### src/rtl/tflag_pkg.sv
package tflag_pkg;
  localparam int XLEN   = 32;
  localparam int IMM_W  = 8;
  localparam int OP_W   = 3;

  typedef enum logic [OP_W-1:0] {
    OP_NONE  = 3'd0,
    OP_ADDI  = 3'd1,
    OP_CMPGE = 3'd2,
    OP_CMPEQ = 3'd3,
    OP_BRT   = 3'd4,
    OP_BRF   = 3'd5
  } op_e;
endpackage

### src/rtl/tflag_sext.sv
module tflag_sext #(
  parameter int IN_W  = 8,
  parameter int OUT_W = 32
) (
  input  logic [IN_W-1:0]  din,
  output logic [OUT_W-1:0] dout
);
  localparam int PAD = OUT_W - IN_W;
  generate
    if (PAD > 0) begin : g_pad
      assign dout = {{PAD{din[IN_W-1]}}, din};
    end else begin : g_nopad
      assign dout = din[OUT_W-1:0];
    end
  endgenerate
endmodule

### src/rtl/tflag_compare.sv
module tflag_compare #(
  parameter int W = 32
) (
  input  logic [W-1:0] a,
  input  logic [W-1:0] b,
  input  logic [W-1:0] k,
  output logic         ge,
  output logic         eq
);
  assign ge = $signed(a) >= $signed(b);
  assign eq = (a == k);
endmodule

### src/rtl/tflag_flag_reg.sv
module tflag_flag_reg (
  input  logic clk,
  input  logic rst_n,
  input  logic wr_en,
  input  logic wr_val,
  output logic t
);
  always_ff @(posedge clk) begin
    if (!rst_n)     t <= 1'b0;
    else if (wr_en) t <= wr_val;
  end
endmodule

### src/rtl/tflag_branch.sv
module tflag_branch #(
  parameter int W = 32
) (
  input  logic         is_brt,
  input  logic         is_brf,
  input  logic         t,
  input  logic [W-1:0] pc,
  input  logic [W-1:0] disp,
  output logic         taken,
  output logic [W-1:0] target
);
  localparam logic [W-1:0] STEP = W'(4);
  assign taken  = (is_brt & t) | (is_brf & ~t);
  assign target = (is_brt | is_brf) ? (pc + STEP + {disp[W-2:0], 1'b0}) : '0;
endmodule

### src/rtl/tflag_branch_unit.sv
module tflag_branch_unit
  import tflag_pkg::*;
#(
  parameter int W  = XLEN,
  parameter int IW = IMM_W
) (
  input  logic            clk,
  input  logic            rst_n,
  input  logic            in_valid,
  output logic            in_ready,
  input  logic [OP_W-1:0] in_op,
  input  logic [W-1:0]    in_rn,
  input  logic [W-1:0]    in_rm,
  input  logic [IW-1:0]   in_imm,
  input  logic [W-1:0]    in_pc,
  output logic            out_valid,
  input  logic            out_ready,
  output logic [OP_W-1:0] out_op,
  output logic [W-1:0]    out_sum,
  output logic            out_taken,
  output logic [W-1:0]    out_target,
  output logic            t_flag
);
  logic         accept;
  logic [W-1:0] imm_x;
  logic         ge, eq;
  logic         is_add, is_ge, is_eq, is_brt, is_brf;
  logic         flag_we, flag_val;
  logic         br_taken;
  logic [W-1:0] br_target;
  logic [W-1:0] add_res;

  assign in_ready = !out_valid || out_ready;
  assign accept   = in_valid && in_ready;

  assign is_add = (in_op == OP_ADDI);
  assign is_ge  = (in_op == OP_CMPGE);
  assign is_eq  = (in_op == OP_CMPEQ);
  assign is_brt = (in_op == OP_BRT);
  assign is_brf = (in_op == OP_BRF);

  tflag_sext #(.IN_W(IW), .OUT_W(W)) u_sext (
    .din  (in_imm),
    .dout (imm_x)
  );

  tflag_compare #(.W(W)) u_cmp (
    .a  (in_rn),
    .b  (in_rm),
    .k  (imm_x),
    .ge (ge),
    .eq (eq)
  );

  assign flag_we  = accept && (is_ge || is_eq);
  assign flag_val = is_ge ? ge : eq;

  tflag_flag_reg u_flag (
    .clk    (clk),
    .rst_n  (rst_n),
    .wr_en  (flag_we),
    .wr_val (flag_val),
    .t      (t_flag)
  );

  tflag_branch #(.W(W)) u_br (
    .is_brt (is_brt),
    .is_brf (is_brf),
    .t      (t_flag),
    .pc     (in_pc),
    .disp   (imm_x),
    .taken  (br_taken),
    .target (br_target)
  );

  assign add_res = is_add ? (in_rn + imm_x) : '0;

  always_ff @(posedge clk) begin
    if (!rst_n) begin
      out_valid  <= 1'b0;
      out_op     <= '0;
      out_sum    <= '0;
      out_taken  <= 1'b0;
      out_target <= '0;
    end else if (accept) begin
      out_valid  <= 1'b1;
      out_op     <= in_op;
      out_sum    <= add_res;
      out_taken  <= br_taken;
      out_target <= br_target;
    end else if (out_ready) begin
      out_valid  <= 1'b0;
    end
  end
endmodule

### config.mk
export PLATFORM = sky130hd
export DESIGN_NAME = tflag_branch_unit
export DESIGN_NICKNAME = d
export VERILOG_FILES = /design/src/rtl/tflag_pkg.sv /design/src/rtl/tflag_sext.sv /design/src/rtl/tflag_compare.sv /design/src/rtl/tflag_flag_reg.sv /design/src/rtl/tflag_branch.sv /design/src/rtl/tflag_branch_unit.sv
export SDC_FILE = /design/constraint.sdc
export NUM_CORES = 1
export LEC_CHECK = 0
export BUFFER_PORTS_ARGS = -buffer_cell sky130_fd_sc_hd__buf_2
export CORE_MARGIN = 2
export CORE_UTILIZATION = 40
export CTS_BUF_LIST = sky130_fd_sc_hd__clkbuf_16
export DETAILED_ROUTE_END_ITERATION = 10
export GPL_TIMING_DRIVEN = 0
export MAX_ROUTING_LAYER = met4
export PLACE_DENSITY_LB_ADDON = 0.3
export SETUP_SLACK_MARGIN = 0.3
export SLEW_MARGIN = 10
export SYNTH_ARGS = -nofsm -noshare
export SYNTH_HDL_FRONTEND = slang
export SYNTH_SLANG_ARGS = --single-unit
### constraint.sdc
create_clock -name clk -period 2.5 [get_ports clk]
set_clock_uncertainty 0.1 [all_clocks]
set_input_delay 0 -clock clk [delete_from_list [all_inputs] [get_ports clk]]
set_output_delay 0 -clock clk [all_outputs]
set_load 0.01 [all_outputs]
# Yosys cells after proc, flatten, opt, wreduce, memory -nomap -nowiden

Cells that the tools add are included.

Register bits after elaboration: 70
Input bits: 111
Output and inout bits: 71
Logic and storage cells: 32

Add/subtract/negate cells: 3
Magnitude comparators: 1
Eq/ne operators: 6
Mux-type cells: 5
Bitwise operators: 5
Reduce and logical (&&, ||, !) cells: 6

Operators with widths:

| operator                                                        | number |
|---|---|
| 32-bit adder                                                    | 2 |
| 32-bit 2-to-1 mux                                               | 2 |
| 32-bit by 3-bit adder with 32-bit output, second input constant | 1 |
| 32-bit == test                                                  | 1 |
| 32-bit greater-or-equal comparator                              | 1 |
| 3-bit by 2-bit == test with 1-bit output, second input constant | 2 |
| 3-bit == test, second input constant                            | 2 |
| 3-bit by 1-bit == test with 1-bit output, second input constant | 1 |
| 1-bit 2-to-1 mux                                                | 3 |
| 1-bit AND                                                       | 2 |
| 1-bit logical AND                                               | 2 |
| 1-bit logical OR                                                | 2 |
| 1-bit OR                                                        | 2 |
| 2-bit nonzero test                                              | 1 |
| 1-bit logical NOT                                               | 1 |
| 1-bit inverter                                                  | 1 |

# Depth between registers and ports, before layout

Gate-level depths: netlist of run 1.

Word-level depth: 4
Gate-level depth with buffers: 15
Mapped depth without buffers: 15

# Cells and area by module

A second synthesis of run 1 with hierarchy kept.

Cell total of the unflattened synthesis: 981
Area, all modules: 7773.7 um2

Modules (own cells, without submodules):

| module            | instances | cells an instance | area each (um2) | seq. area each (um2) |
|---|---|---|---|---|
| tflag_branch_unit | 1         | 493               | 4105.2          | 1381.3 |
| tflag_branch      | 1         | 298               | 2235.9          | 0.0 |
| tflag_compare     | 1         | 155               | 1156.1          | 0.0 |
| tflag_sext        | 1         | 32                | 240.2           | 0.0 |
| tflag_flag_reg    | 1         | 3                 | 36.3            | 20.0 |

# Least setup slack after synthesis of run 1

Ideal clock, no wire load.

Kind: input to register
Start: in in_imm[1]
End: reg out_target[24]
Library setup time: 0.117 ns
Arrival: 2.311 ns
Required time: 2.283 ns
Slack: -0.028 ns
Stages on the path: 15
Buffers on the path: 0
Path through: inv_1 -> ha_1 -> inv_1 -> ha_1 -> inv_1 -> fa_1 -> nand2b_1 -> a21oi_1 -> o21ai_0 -> a211oi_1 -> or2_2 -> a31oi_1 -> o221ai_1 -> mux2i_1 -> nand2_1

Word-level cells in the longest chain between the ends: 2

Ends and longest elaborated chain:

| what                   | RTL line                | source |
|---|---|---|
| start: declaration     | tflag_branch_unit.sv:14 | `input logic [IW-1:0] in_imm,` |
| 32-bit adder           | tflag_branch.sv:14      | `assign target = (is_brt \| is_brf) ? (pc + STEP + {disp[W-2:0], 1'b0}) : '0;` |
| 32-bit 2-to-1 mux      | tflag_branch.sv:14      |  |
| end signal: assignment | tflag_branch_unit.sv:90 | `out_target <= br_target;` |
| end: declaration       | tflag_branch_unit.sv:21 | `output logic [W-1:0] out_target,` |

Every way passes these cells.
A chain may end at the register's enable or synchronous reset.

# Final worst setup path of run 1

Start: in in_pc[2]
End: reg out_target[30]

Word-level cells in the longest chain between the ends: 3

Ends and longest elaborated chain:

| what                                     | RTL line                | source |
|---|---|---|
| start: declaration                       | tflag_branch_unit.sv:15 | `input logic [W-1:0] in_pc,` |
| 32-bit by 3-bit adder with 32-bit output | tflag_branch.sv:14      |  |
| 32-bit adder                             | tflag_branch.sv:14      |  |
| 32-bit 2-to-1 mux                        | tflag_branch.sv:14      |  |

Every way passes these cells.

==> flow_metrics.env, run 1 <==
export IMPL_max_cap_violations=0
export IMPL_syn_avg_cell_area_um2=8.29
export IMPL_wirelength_mm=20.3
export IMPL_synth_yosys_seq_area_share=0.214
export IMPL_async_flop_share=0
export IMPL_status="finished with violations"
export IMPL_hold_violations=1
export IMPL_critPathKind="primary input to flop"
export IMPL_clock_sinks=70
export IMPL_grt_max_degree=26
export IMPL_comb_power_share=0.394
export IMPL_htreeDepth=3
export IMPL_cellInternalPower_uw=2790
export IMPL_drive_above_1_share=0.310
export IMPL_die_h_um=132
export IMPL_synth_enable_flop_cells=0
export IMPL_clockBufferDepth=2
export IMPL_mappedNetlistArea_um2=6550
export IMPL_holdWs_ns=-0.00179
export IMPL_overflow=0
export IMPL_worst_ep_required_time_ns=2.66
export IMPL_ant_nets=0
export IMPL_dp_hpwl_mm=15.1
export IMPL_hp_class="primary input to flop"
export IMPL_finalCritPeriodShare=0.900
export IMPL_fp_dieW_um=132
export IMPL_worstMarginPinSlew_ns=0.613
export IMPL_synth_nets=1025
export IMPL_row_count=46
export IMPL_synth_warnings=0
export IMPL_viasPerCell=5.35
export IMPL_firstDrtPassIters=6
export IMPL_setup_violations=0
export IMPL_finalPower_uw=4250
export IMPL_cts_made_buffers=9
export IMPL_switching_share=0.343
export IMPL_netlist_top_cells_area="ha_1 23%, dfxtp_1 21%, a21oi_1 4.3%, a21o_1 4.0%, nand2_1 3.8%"
export IMPL_critPathMaxFanout=3
export IMPL_track_usage=0.233
export IMPL_synth_top_area_cell="ha_1"
export IMPL_cp_end_kind="flop"
export IMPL_synth_top_area_frac=0.233
export IMPL_cts_root_buf="clkbuf_16"
export IMPL_ys_ff_latch=70
export IMPL_p_clk_frac=0.330
export IMPL_max_freq_ghz=0.444
export IMPL_drt_initial_drc_count=374
export IMPL_synthDistinctLibCells=72
export IMPL_synthToLayoutAreaGrowth_pct=37.1
export IMPL_ios=182
export IMPL_layout_common_cells="181 x buf_2, 92 x ha_1, 70 x dfxtp_1"
export IMPL_p_leak_uw=0.00423
export IMPL_post_route_min_period_ns=2.25
export IMPL_cts_tree="built"
export IMPL_stdcell_area_um2=8980
export IMPL_dp_cells=1187
export IMPL_core_area_um2=15900
export IMPL_irDropWorstVdd_v=0.000296
export IMPL_layout_nets=1248
export IMPL_final_common_cell="buf_2"
export IMPL_startpoint_type="primary input"
export IMPL_antenna_found_initial=1
export IMPL_power_frac_seq=0.276
export IMPL_rsz0062_at_grt="yes"
export IMPL_grt_first_pass_wirelength_mm=31.9
export IMPL_maxSlewViolCount=0
export IMPL_n_fill_cell=1495
export IMPL_vias=6623
export IMPL_arrival_ns=2.41
export IMPL_path_clk_slew_ns=0.06
export IMPL_power_switching_uw=1460
export IMPL_io_buffers=181
export IMPL_slew_headroom=0.591
export IMPL_utilization=0.563
export IMPL_clk_latency_ns=0.34
export IMPL_wl_per_cell_um=16.4
export IMPL_dieArea_um2=17400
export IMPL_p_per_area_nw_per_um2=473
export IMPL_gp_congestion=0.886
export IMPL_ys_flop_type="dfxtp_1"
export IMPL_dpl_instance_area_um2=7920
export IMPL_start_util=0.411
export IMPL_drc=0
export IMPL_layout_cells_non_filler=1238
export IMPL_fin_setup_tns_ns=0
export IMPL_synthCells=790
export IMPL_grt_pass1_vias=6416
export IMPL_violations="hold timing"
-- cell type report --
type | count | area (µm²) | share of cell area
multi-input cells | 646 | 5440 | 0.605
flip-flops and latches | 70 | 1400 | 0.156
repair buffers | 212 | 1240 | 0.138
well taps | 216 | 270 | 0.0301
clock buffers | 9 | 225 | 0.0251
inverters | 54 | 218 | 0.0242
clock inverters | 7 | 88.8 | 0.00989
plain buffers | 20 | 88.8 | 0.00989
diodes | 4 | 10.0 | 0.00111
-- through the flow --
step           setup slack, ns  hold slack (ns)
2_1_floorplan            0.221           0.0389
3_5_place_dp            -0.885            0.174
4_1_cts                  0.235          0.00628
6_report                 0.250         -0.00179
5_1_grt                  0.142           0.0409
3_3_place_gp            -0.881            0.162
-- critical path, stage by stage --
cell	delay (ns)
buf_8	0.09
inv_12	0.03
ha_4	0.22
inv_2	0.06
ha_4	0.12
inv_2	0.04
fa_2	0.35
nand2b_4	0.17
a21oi_4	0.18
o21ai_2	0.07
a211oi_2	0.25
buf_4	0.17
o21ai_4	0.07
a21oi_4	0.17
o211a_1	0.19
nor3_2	0.05
o31ai_1	0.17
-- per-layer routing --
metal | routed length (µm) | global-route usage | vias to the layer above
li1 | - | - | 3358
met1 | 9430 | 0.295 | 3034
met2 | 9410 | 0.373 | 204
met3 | 1180 | 0.0477 | 27
met4 | 335 | 0.0707 | 0
met5 | 0 | - | -
-- registers in the layout (all words and copies together), names as in the netlist --
signal,cells
u_flag.t,1
out_taken,1
out_op,3
out_target,32
out_sum,32
out_valid,1
-- worst paths after layout --
check	from	end	slack (ns)	cells past startpoint
worst max register to register	out_valid$_SDFFE_PN0P_	out_target[21]$_SDFFE_PN0P_	0.48	8
worst min register to register	out_target[31]$_SDFFE_PN0P_	out_target[31]$_SDFFE_PN0P_	0.35	2
worst max-delay path	in_pc[2]	out_target[30]$_SDFFE_PN0P_	0.25	17
worst min-delay path	in_rn[31]	out_sum[31]$_SDFFE_PN0P_	-0.002	4
-- power groups by stage --
stage | Clock [µW] | Combinational, µW | Sequential (µW)
after floorplan | 0 | 1020 | 1210
after global placement | 0 | 1420 | 1200
after detailed placement | 0 | 1430 | 1200
after CTS | 1430 | 1530 | 1170
after global routing | 1460 | 1850 | 1180
final | 1400 | 1670 | 1170
-- synthesized netlist by cell type (all sizes together), types with 10 or more instances --
cell,number
a21oi,57
ha,122
dfxtp,70
nor2b,37
nand2,68
o21a,14
xor2,27
nor2,32
clkbuf,17
a22oi,29
xnor2,23
nor4,10
inv,54
a21o,35
nand3,19
nand4,10
o21ai,56
-- kinds of logic after synthesis --
group,after synthesis,synth area share
adders and majority gates,124,0.239
and+or+nand+nor,214,0.170
DFF,70,0.214
muxes,6,0.00917
AOI/OAI and AO/OA,252,0.258
xor gates and xnor gates,50,0.0668
buffers and inverters,74,0.0428
-- what timing repair did --
action | CTS | global route
resized for setup | 34 | 55
hold buffers | 7 | 0
pin swaps | 14 | 34
endpoints found under the hold margin | 7 | 0
setup endpoints to repair | 51 | 28
cloned | 1 | 1
setup buffers | 9 | 13
(Power assumes the default switching activity.)
==> run 2, diff against run 1 <==
CORE_UTILIZATION = 49   (was 40)
GPL_ROUTABILITY_DRIVEN = 0   (was unset)
==> run 2 against run 1 <==
Net effect: the run now ends clean; clock-buffer cell count did not move; worst setup slack gained 0.064 ns; die area down 18%; maximum frequency up 2.9%; sequential cell count did not move; utilization increased by 11 points; first-iteration DRC count down 0.53%; sequential share of layout area increased by 0.28 points; sequential power barely moved; final cell count decreased by 4.0%; critical path type unchanged.
==> flow_metrics.env, run 2 (synthesized netlist as in run 1, its figures left out) <==
export IMPL_arrival_ns=2.31
export IMPL_synthToLayoutAreaGrowth_pct=34.6
export IMPL_cts_tree="built"
export IMPL_worstMarginPinSlew_ns=0.648
export IMPL_cp_end_kind="flop"
export IMPL_dieArea_um2=14300
export IMPL_maxSlewViolCount=0
export IMPL_cts_made_buffers=9
export IMPL_n_fill_cell=1096
export IMPL_pre_cts_slack_ns=-0.867
export IMPL_rsz0062_at_grt="yes"
export IMPL_antenna_cells=0
export IMPL_finalCritPeriodShare=0.875
export IMPL_max_freq_ghz=0.457
export IMPL_overflow=0
export IMPL_core_area_um2=13100
export IMPL_antenna_found_initial=0
export IMPL_clock_sinks=70
export IMPL_setup_violations=0
export IMPL_slew_headroom=0.568
export IMPL_row_count=42
export IMPL_viasPerCell=5.57
export IMPL_wirelength_mm=19.5
export IMPL_max_cap_violations=0
export IMPL_grt_max_degree=26
export IMPL_drt_initial_drc_count=372
export IMPL_grt_first_pass_wirelength_mm=30.4
export IMPL_p_per_area_nw_per_um2=463
export IMPL_path_clk_slew_ns=0.06
export IMPL_layout_common_cells="181 x buf_2, 93 x ha_1, 70 x dfxtp_1"
export IMPL_final_common_cell="buf_2"
export IMPL_critPathMaxFanout=13
export IMPL_status="complete, no violations"
export IMPL_die_h_um=120
export IMPL_vias=6613
export IMPL_firstDrtPassIters=4
export IMPL_p_leak_uw=0.00420
export IMPL_layout_nets=1242
export IMPL_irDropWorstVdd_v=0.000317
export IMPL_cts_root_buf="clkbuf_16"
export IMPL_dp_hpwl_mm=14.2
export IMPL_grt_pass1_vias=6347
export IMPL_final_seq_area_um2=1400
export IMPL_clk_latency_ns=0.35
export IMPL_finalPower_uw=4080
export IMPL_hp_class="primary input to flop"
export IMPL_ios=182
export IMPL_hold_violations=0
export IMPL_io_buffers=181
export IMPL_multiInputGateArea_um2=5400
export IMPL_startpoint_type="primary input"
export IMPL_post_route_min_period_ns=2.19
export IMPL_fp_dieW_um=120
export IMPL_drc=0
export IMPL_regToRegSetupSlack_ns=0.43
export IMPL_htreeDepth=3
export IMPL_start_util=0.499
export IMPL_ant_nets=0
export IMPL_track_usage=0.269
export IMPL_drive_above_1_share=0.304
export IMPL_reg_top3="out_sum (32), out_target (32), out_op (3)"
export IMPL_setup_ws_ns=0.314
export IMPL_wl_per_cell_um=16.4
export IMPL_critPathKind="primary input to flop"
export IMPL_clockBufferDepth=2
export IMPL_worst_ep_required_time_ns=2.63
-- run 2: cell count changes in the layout (fill, tap and decap cells not counted), moves of 2 or more --
cell / change
inv_1: +2
clkbuf_1: -2
a21oi_2: +2
diode_2: -4
o21ai_1: -3
o2111ai_2: +2
buf_4: -6
o21ai_0: +3
-- run 2: cell type report --
| type | instances | share of cell area |
|---|---|---|
| clock inverter | 7 | 0.00652 |
| buffer | 20 | 0.0101 |
| inverter | 54 | 0.0250 |
| timing repair buffer | 206 | 0.137 |
| tap | 176 | 0.0250 |
| clock buffer | 9 | 0.0255 |
| sequential | 70 | 0.159 |
| multi-input combinational | 646 | 0.612 |
-- run 2: critical path, cell delays in order --
cell and delay, ns:
buf_16 0.14, ha_1 0.30, ha_2 0.42, nand2_1 0.13, o21ai_0 0.21, a21oi_1 0.09, nor2_1 0.19, a221oi_2 0.07
o21a_2 0.30, o31ai_2 0.22, xnor2_1 0.15, o21ai_1 0.07
-- run 2: repair_timing --
item | CTS | global route
setup buffers | 6 | 10
pin swaps | 14 | 33
gates resized for setup | 31 | 57
endpoints found under the setup margin | 50 | 37
cloned | 1 | 1
hold buffers | 7 | 0
endpoints found under the hold margin | 7 | 0
-- run 2: path summary, 6_finish.rpt --
| path | cells past startpoint | to | start |
|---|---|---|---|
| max reg2reg | 6 | out_target[18]$_SDFFE_PN0P_ | out_valid$_SDFFE_PN0P_ |
| min | 4 | out_sum[0]$_SDFFE_PN0P_ | in_imm[0] |
| max | 12 | out_target[31]$_SDFFE_PN0P_ | in_imm[7] |
| min reg2reg | 2 | out_target[27]$_SDFFE_PN0P_ | out_target[27]$_SDFFE_PN0P_ |
-- run 2: where the power goes --
part / leakage, µW / internal, µW / switching, µW
clock: 0.000143 / 757 / 522
sequential: 0.000567 / 1150 / 20.1
combinational: 0.00349 / 748 / 883
-- run 2: per-layer routing --
layer,share of wire,up-vias,global-route usage,wire length (µm)
met2,0.46,218,0.429,8890
met3,0.065,38,0.0494,1280
li1,-,3337,-,-
met5,0,-,-,0
met4,0.023,0,0.0846,444
met1,0.46,3020,0.346,8870
-- run 2: metrics by stage --
step	util	hold WS (ns)	area (µm²)	cells	TNS, ns
global route	0.671	0.0406	8820	1188	0
finish	0.671	0.0136	8820	1188	0
global placement	0.599	0.160	7870	1147	-22.44
CTS	0.645	0.00119	8480	1177	0
detailed placement	0.599	0.166	7870	1147	-22.92
floorplan	-	0.0389	6750	790	0
